## src/rtl/bsa_pkg.sv

```systemverilog
package bsa_pkg;
  localparam logic [1:0] BURST_INCR = 2'b01;
  localparam int PAGE_BYTES = 4096;
endpackage

```

## src/rtl/bsa_fifo.sv

```systemverilog
module bsa_fifo #(
  parameter int W     = 32,
  parameter int DEPTH = 16
) (
  input  logic                         clk,
  input  logic                         rst,
  input  logic                         push,
  input  logic [W-1:0]                 din,
  input  logic                         pop,
  output logic [W-1:0]                 dout,
  output logic                         full,
  output logic                         empty,
  output logic [$clog2(DEPTH+1)-1:0]   count
);
  localparam int PW = (DEPTH > 1) ? $clog2(DEPTH) : 1;
  localparam int CW = $clog2(DEPTH+1);

  logic [W-1:0]  mem [DEPTH];
  logic [PW-1:0] wp, rp;
  logic          do_push, do_pop;

  assign full    = (count == CW'(DEPTH));
  assign empty   = (count == '0);
  assign do_push = push && !full;
  assign do_pop  = pop && !empty;
  assign dout    = mem[rp];

  always_ff @(posedge clk) begin
    if (do_push) mem[wp] <= din;
  end

  always_ff @(posedge clk) begin
    if (rst) begin
      wp    <= '0;
      rp    <= '0;
      count <= '0;
    end else begin
      if (do_push) wp <= (wp == PW'(DEPTH-1)) ? '0 : wp + 1'b1;
      if (do_pop)  rp <= (rp == PW'(DEPTH-1)) ? '0 : rp + 1'b1;
      count <= count + CW'(do_push) - CW'(do_pop);
    end
  end

  // queues sized by the in-flight limit are never overrun
  no_overflow_chk: assert property (@(posedge clk) disable iff (rst) push |-> !full);
  // pops only happen with data present
  no_underflow_chk: assert property (@(posedge clk) disable iff (rst) pop |-> !empty);
endmodule

```

## src/rtl/bsa_splitter.sv

```systemverilog
module bsa_splitter import bsa_pkg::*; #(
  parameter int AW        = 32,
  parameter int LW        = 16,
  parameter int MAX_BURST = 16,
  parameter int BYTES     = 4
) (
  input  logic          clk,
  input  logic          rst,
  input  logic          req_valid,
  output logic          req_ready,
  input  logic [AW-1:0] req_addr,
  input  logic [LW-1:0] req_len,
  output logic          bst_valid,
  output logic [AW-1:0] bst_addr,
  output logic [8:0]    bst_beats,
  output logic          bst_final,
  input  logic          bst_take
);
  localparam int SH = $clog2(BYTES);

  logic          busy;
  logic [AW-1:0] cur;
  logic [LW-1:0] left;
  logic [31:0]   to_edge, lim;

  always_comb begin
    to_edge = (32'(PAGE_BYTES) - 32'(cur[11:0])) >> SH;
    lim     = 32'(left);
    if (lim > 32'(MAX_BURST)) lim = 32'(MAX_BURST);
    if (lim > to_edge)        lim = to_edge;
  end

  assign req_ready = !busy;
  assign bst_valid = busy;
  assign bst_addr  = cur;
  assign bst_beats = lim[8:0];
  assign bst_final = (32'(left) == lim);

  always_ff @(posedge clk) begin
    if (rst) begin
      busy <= 1'b0;
      cur  <= '0;
      left <= '0;
    end else if (!busy) begin
      if (req_valid && req_len != '0) begin
        busy <= 1'b1;
        cur  <= req_addr;
        left <= req_len;
      end
    end else if (bst_take) begin
      cur  <= cur + (AW'(lim) << SH);
      left <= left - LW'(lim);
      if (bst_final) busy <= 1'b0;
    end
  end

  // an offered burst always carries at least one beat
  nonzero_chk: assert property (@(posedge clk) disable iff (rst) bst_valid |-> bst_beats != 9'd0);
endmodule

```

## src/rtl/burst_split_adapter.sv

```systemverilog
module burst_split_adapter import bsa_pkg::*; #(
  parameter int ADDR_W     = 32,
  parameter int DATA_W     = 32,
  parameter int LEN_W      = 16,
  parameter int MAX_BURST  = 16,
  parameter int MAX_OUT    = 4,
  parameter int WBUF_DEPTH = MAX_BURST
) (
  input  logic                clk,
  input  logic                rst,
  input  logic                hold_wr_addr,
  input  logic                rq_valid,
  output logic                rq_ready,
  input  logic [ADDR_W-1:0]   rq_addr,
  input  logic [LEN_W-1:0]    rq_len,
  output logic                rd_valid,
  input  logic                rd_ready,
  output logic [DATA_W-1:0]   rd_data,
  output logic                rd_last,
  output logic                rd_err,
  input  logic                wq_valid,
  output logic                wq_ready,
  input  logic [ADDR_W-1:0]   wq_addr,
  input  logic [LEN_W-1:0]    wq_len,
  input  logic                wd_valid,
  output logic                wd_ready,
  input  logic [DATA_W-1:0]   wd_data,
  output logic                wack_valid,
  output logic                wack_err,
  output logic [ADDR_W-1:0]   m_araddr,
  output logic [7:0]          m_arlen,
  output logic [2:0]          m_arsize,
  output logic [1:0]          m_arburst,
  output logic                m_arvalid,
  input  logic                m_arready,
  input  logic [DATA_W-1:0]   m_rdata,
  input  logic [1:0]          m_rresp,
  input  logic                m_rlast,
  input  logic                m_rvalid,
  output logic                m_rready,
  output logic [ADDR_W-1:0]   m_awaddr,
  output logic [7:0]          m_awlen,
  output logic [2:0]          m_awsize,
  output logic [1:0]          m_awburst,
  output logic                m_awvalid,
  input  logic                m_awready,
  output logic [DATA_W-1:0]   m_wdata,
  output logic [DATA_W/8-1:0] m_wstrb,
  output logic                m_wlast,
  output logic                m_wvalid,
  input  logic                m_wready,
  input  logic [1:0]          m_bresp,
  input  logic                m_bvalid,
  output logic                m_bready
);
  localparam int BYTES = DATA_W / 8;
  localparam int SH    = $clog2(BYTES);
  localparam int OW    = $clog2(MAX_OUT + 1);
  localparam int CW    = $clog2(WBUF_DEPTH + 1);
  localparam int FW    = $clog2(MAX_OUT + 1);

  // ---------------- read path ----------------
  logic              rs_valid, rs_final, ar_hs, r_hs, r_end, rflag_head;
  logic [ADDR_W-1:0] rs_addr;
  logic [8:0]        rs_beats;
  logic [OW-1:0]     rd_out;
  logic              rflag_full, rflag_empty;
  logic [FW-1:0]     rflag_cnt;

  bsa_splitter #(.AW(ADDR_W), .LW(LEN_W), .MAX_BURST(MAX_BURST), .BYTES(BYTES)) u_rsplit (
    .clk(clk), .rst(rst), .req_valid(rq_valid), .req_ready(rq_ready),
    .req_addr(rq_addr), .req_len(rq_len), .bst_valid(rs_valid), .bst_addr(rs_addr),
    .bst_beats(rs_beats), .bst_final(rs_final), .bst_take(ar_hs));

  assign m_arvalid = rs_valid && (rd_out < OW'(MAX_OUT));
  assign m_araddr  = rs_addr;
  assign m_arlen   = 8'(rs_beats - 9'd1);
  assign m_arsize  = 3'(SH);
  assign m_arburst = BURST_INCR;
  assign ar_hs     = m_arvalid && m_arready;
  assign r_hs      = m_rvalid && rd_ready;
  assign r_end     = r_hs && m_rlast;

  bsa_fifo #(.W(1), .DEPTH(MAX_OUT)) u_rflag (
    .clk(clk), .rst(rst), .push(ar_hs), .din(rs_final), .pop(r_end),
    .dout(rflag_head), .full(rflag_full), .empty(rflag_empty), .count(rflag_cnt));

  assign m_rready = rd_ready;
  assign rd_valid = m_rvalid;
  assign rd_data  = m_rdata;
  assign rd_last  = m_rlast && rflag_head;
  assign rd_err   = m_rresp[1];

  always_ff @(posedge clk) begin
    if (rst) rd_out <= '0;
    else     rd_out <= rd_out + OW'(ar_hs) - OW'(r_end);
  end

  // ---------------- write path ----------------
  logic              ws_valid, ws_final, aw_hs, w_hs, b_hs, data_ok, bflag_head, err_acc;
  logic [ADDR_W-1:0] ws_addr;
  logic [8:0]        ws_beats, w_left;
  logic [OW-1:0]     wr_out;
  logic              wbuf_full, wbuf_empty, bflag_full, bflag_empty;
  logic [CW-1:0]     wcount;
  logic [FW-1:0]     bflag_cnt;

  bsa_splitter #(.AW(ADDR_W), .LW(LEN_W), .MAX_BURST(MAX_BURST), .BYTES(BYTES)) u_wsplit (
    .clk(clk), .rst(rst), .req_valid(wq_valid), .req_ready(wq_ready),
    .req_addr(wq_addr), .req_len(wq_len), .bst_valid(ws_valid), .bst_addr(ws_addr),
    .bst_beats(ws_beats), .bst_final(ws_final), .bst_take(aw_hs));

  bsa_fifo #(.W(DATA_W), .DEPTH(WBUF_DEPTH)) u_wbuf (
    .clk(clk), .rst(rst), .push(wd_valid && !wbuf_full), .din(wd_data), .pop(w_hs),
    .dout(m_wdata), .full(wbuf_full), .empty(wbuf_empty), .count(wcount));

  assign wd_ready  = !wbuf_full;
  assign data_ok   = hold_wr_addr ? (32'(wcount) >= 32'(ws_beats)) : (wcount != '0);
  assign m_awvalid = ws_valid && (wr_out < OW'(MAX_OUT)) && (w_left == 9'd0) && data_ok;
  assign m_awaddr  = ws_addr;
  assign m_awlen   = 8'(ws_beats - 9'd1);
  assign m_awsize  = 3'(SH);
  assign m_awburst = BURST_INCR;
  assign aw_hs     = m_awvalid && m_awready;
  assign m_wvalid  = (w_left != 9'd0) && !wbuf_empty;
  assign m_wlast   = (w_left == 9'd1);
  assign m_wstrb   = '1;
  assign w_hs      = m_wvalid && m_wready;
  assign m_bready  = 1'b1;
  assign b_hs      = m_bvalid;

  bsa_fifo #(.W(1), .DEPTH(MAX_OUT)) u_bflag (
    .clk(clk), .rst(rst), .push(aw_hs), .din(ws_final), .pop(b_hs),
    .dout(bflag_head), .full(bflag_full), .empty(bflag_empty), .count(bflag_cnt));

  always_ff @(posedge clk) begin
    if (rst) begin
      w_left     <= '0;
      wr_out     <= '0;
      err_acc    <= 1'b0;
      wack_valid <= 1'b0;
      wack_err   <= 1'b0;
    end else begin
      if (aw_hs)     w_left <= ws_beats;
      else if (w_hs) w_left <= w_left - 9'd1;
      wr_out     <= wr_out + OW'(aw_hs) - OW'(b_hs);
      wack_valid <= b_hs && bflag_head;
      if (b_hs) begin
        wack_err <= err_acc | m_bresp[1];
        err_acc  <= bflag_head ? 1'b0 : (err_acc | m_bresp[1]);
      end
    end
  end

  logic unused_bits;
  assign unused_bits = ^{m_rresp[0], m_bresp[0], rflag_full, rflag_empty, rflag_cnt,
                         bflag_full, bflag_empty, bflag_cnt};

  // ---------------- assertions ----------------

  ar_len_chk: assert property (@(posedge clk) disable iff (rst)
    m_arvalid |-> (32'(m_arlen) < 32'(MAX_BURST)));

  ar_page_chk: assert property (@(posedge clk) disable iff (rst)
    m_arvalid |-> (32'(m_araddr[11:0]) + ((32'(m_arlen) + 1) << SH)) <= 32'(PAGE_BYTES));

  aw_page_chk: assert property (@(posedge clk) disable iff (rst)
    m_awvalid |-> (32'(m_awaddr[11:0]) + ((32'(m_awlen) + 1) << SH)) <= 32'(PAGE_BYTES));

  rd_cap_chk: assert property (@(posedge clk) disable iff (rst) rd_out <= OW'(MAX_OUT));

  wr_cap_chk: assert property (@(posedge clk) disable iff (rst) wr_out <= OW'(MAX_OUT));

  ar_hold_chk: assert property (@(posedge clk) disable iff (rst)
    m_arvalid && !m_arready |=> m_arvalid && $stable(m_araddr) && $stable(m_arlen));

  full_burst_chk: assert property (@(posedge clk) disable iff (rst)
    m_awvalid && hold_wr_addr |-> 32'(wcount) >= 32'(m_awlen) + 1);

  ack_after_b_chk: assert property (@(posedge clk) disable iff (rst)
    wack_valid |-> $past(m_bvalid));
endmodule

```

## config.mk

```make
export PLATFORM = sky130hd
export DESIGN_NAME = burst_split_adapter
export DESIGN_NICKNAME = d
export VERILOG_FILES = /design/src/rtl/bsa_pkg.sv /design/src/rtl/bsa_fifo.sv /design/src/rtl/bsa_splitter.sv /design/src/rtl/burst_split_adapter.sv
export SDC_FILE = /design/constraint.sdc
export NUM_CORES = 1
export LEC_CHECK = 0
export ABC_CLOCK_PERIOD_IN_PS = 8600
export BUFFER_PORTS_ARGS = -buffer_cell sky130_fd_sc_hd__buf_2
export CAP_MARGIN = 20
export CORE_UTILIZATION = 59
export CTS_CLUSTER_DIAMETER = 60
export CTS_CLUSTER_SIZE = 24
export DETAILED_ROUTE_END_ITERATION = 16
export PLACE_DENSITY = 0.8
export SYNTH_ARGS = -nofsm -noshare
export SYNTH_HDL_FRONTEND = slang
export SYNTH_HIERARCHICAL = 1
export SYNTH_SLANG_ARGS = --single-unit
export TNS_END_PERCENT = 5
```

## constraint.sdc

```tcl
create_clock -name clk -period 8.6 [get_ports clk]
set_input_delay 1.72 -clock clk [delete_from_list [all_inputs] [get_ports clk]]
set_output_delay 1.72 -clock clk [all_outputs]
set_load 0.005 [all_outputs]
```

==> flow_summary.ini <==
[cts]
clkSinkCount = 671
max-clock-path-buffers = 3
root_buffer = sky130_fd_sc_hd__clkbuf_16
clock_tree.htree_level_count = 2
tritoncts = done
clkTransAtPathRegs_ns = 0.08
clock_insertion_delay_worst_skew_ns = 0.62
cts_resized = 0
cts_setup_buffers = 0
cts-buffers-inserted = 46
postCtsHoldBufs = 0

[detailed_routing]
drtAntennaViolNets = 0
detail_route.iter0.violations = 2231
routed_wire_length_um = 80900
detail_route.wl_per_cell_um = 23.9
routed-via-count = 21900
remaining_drcs = 0
drt-pass1-iter-count = 6
post_drt_via_cell_ratio = 6.47

[finish]
num-nets-final = 2961
syn_to_final_growth_pct = 11.0
layout-drive-gt1-share = 0.225
most-common-layout-cells = sky130_fd_sc_hd__edfxtp_1, sky130_fd_sc_hd__buf_2, sky130_fd_sc_hd__dfxtp_1
mostFrequentLayoutCell = sky130_fd_sc_hd__edfxtp_1
final_area_mm2 = 0.0361

[timing]
worst_clock_skew_ns = 0.0369
worstMarginPinSlew_ns = 1.14
whs_ns = 0.494
fin_crit_sh = 0.890
finalSetupTns_ns = 0
post-route-min-period_ns = 7.65
report.final.setup_viol = 0
max_freq_mhz = 131
unrepaired_setup_endpoints_after_global_routing = false
worst_slew_margin_rel = 0.240
final_max_slew_viol_count = 0
hold_vio_cnt_final = 0
worst_slack_ns = 0.950

[placed_design]
dpl_cell_area_mm2 = 0.0343
port_buffers = 265
detailedPlace.worstSlack_ns = 1.40
place.gp.congestion = 0.882
dpl.hpwl_um = 48900

[floorplanning]
die_h_um = 237
ios = 349
die_width_um = 237
floorplan.die_area_mm2 = 0.0561
core.rowCount = 85
floorplan.initialDensity = 0.601
coreArea_mm2 = 0.0541

[power_and_ir_drop]
pwr_density_cell_mw_per_mm2 = 249
cellLeakagePower_nw = 13.3
power_w = 0.00897
peakVddDrop_mv = 0.230

[setup_path]
critPathLaunchType = flip-flop
setup.worst_path.end_class = primary output
timing.critical_path.required_ns = 6.88
cp_data_arrival_time_ns = 5.93
cp_max_fo = 21
criticalPathCategory = flip-flop to primary output

[synthesis]
number_of_standard_cells_after_synthesis = 2425
synth.avg_cell_area_um2 = 13.4
synthesis.area_mm2 = 0.0325
yosys_warnings = 6

[global_routing]
grt_overflow_total = 0
grt_start_max_net_pins = 129
number_of_antenna_violations_at_the_first_check_in_global_routing = 11
grtUsageTotal = 0.286
number_of_global_route_vias_before_repair = 21400
first_pass_grt_wire_length_um = 123000

[flow_run]
drv_cap = 0

[worst_hold_path]
worstHoldPathType = flip-flop to flip-flop

[outcome]
result_of_the_run = complete, no violations
==> worst max-delay path: stages (launching register included) <==
cell and delay [ns]:
sky130_fd_sc_hd__dfxtp_1 0.34, sky130_fd_sc_hd__or3_4 0.43, sky130_fd_sc_hd__nor4_4 0.20, sky130_fd_sc_hd__and2b_2 0.21, sky130_fd_sc_hd__or3b_4 0.41, sky130_fd_sc_hd__or3_4 0.35, sky130_fd_sc_hd__or2_4 0.25, sky130_fd_sc_hd__ha_1 0.29
sky130_fd_sc_hd__nand3_1 0.12, sky130_fd_sc_hd__nor3_1 0.05, sky130_fd_sc_hd__a21oi_1 0.12, sky130_fd_sc_hd__nand2_1 0.45, sky130_fd_sc_hd__mux2i_1 0.73, sky130_fd_sc_hd__inv_1 0.19, sky130_fd_sc_hd__ha_1 0.27, sky130_fd_sc_hd__a211o_1 0.26
sky130_fd_sc_hd__a31oi_1 0.24, sky130_fd_sc_hd__o21ai_4 0.12, sky130_fd_sc_hd__and2_1 0.15, sky130_fd_sc_hd__buf_2 0.13
==> flip-flops by register name, indices dropped and copies added, names as in the netlist, named ones only <==
name	cells
u_wbuf/rp	4
u_bflag/mem	4
rd_out	3
u_rsplit/bst_addr	32
u_rflag/count	3
err_acc	1
u_wsplit/bst_addr	32
wr_out	3
u_wsplit/bst_valid	1
u_wbuf/wp	4
u_wbuf/mem	512
u_bflag/count	3
u_rsplit/left	16
u_bflag/rp	2
u_rflag/rp	2
u_rflag/mem	4
u_rsplit/bst_valid	1
u_wsplit/left	16
wack_valid	1
u_bflag/wp	2
wack_err	1
u_rflag/wp	2
w_left	9
u_wbuf/count	5
==> metrics by stage <==
stage                     instances   util
after global routing           3382  0.667
after CTS                      3371  0.664
after detailed placement       3294  0.634
after floorplan                2464      -
final                          3385  0.667
after global placement         3294  0.634
==> report_power, final <==
| group | switching, W | leakage (nW) | internal (W) |
|---|---|---|---|
| Combinational | 0.00148 | 6.58 | 0.00127 |
| Sequential | 0.000158 | 5.95 | 0.00368 |
| Clock | 0.00125 | 0.788 | 0.00114 |
==> routing by layer <==
layer	share of wire	wire, um	GRT usage	vias up
li1	-	-	-	9762
met1	0.39	31200	0.379	10800
met2	0.49	39400	0.475	1125
met3	0.094	7570	0.0512	180
met4	0.033	2640	0.102	10
met5	0.0011	92	0.00433	-
==> path summary, 6_finish.rpt <==
check                                        endpoint  depth (start not counted)                 start  slack [ns]
worst max-delay path                        m_awvalid                         19  u_wsplit/bst_addr[1]        0.95
worst min-delay path             u_wsplit/bst_addr[0]                          2  u_wsplit/bst_addr[0]        0.49
worst max register to register  u_wsplit/bst_addr[23]                         24  u_wsplit/bst_addr[1]        1.26
worst min register to register   u_wsplit/bst_addr[0]                          2  u_wsplit/bst_addr[0]        0.49
==> final cells by class <==
cell class	count	area (um2)
Inverter	71	267
Sequential cell	671	18600
Antenna cell	8	20.0
Clock buffer	47	1180
Tap cell	696	871
Fill cell	3756	18000
Clock inverter	30	458
Multi-Input combinational cell	1564	13000
Timing Repair Buffer	298	1680
No activity file was read; power rests on OpenSTA's default activity.
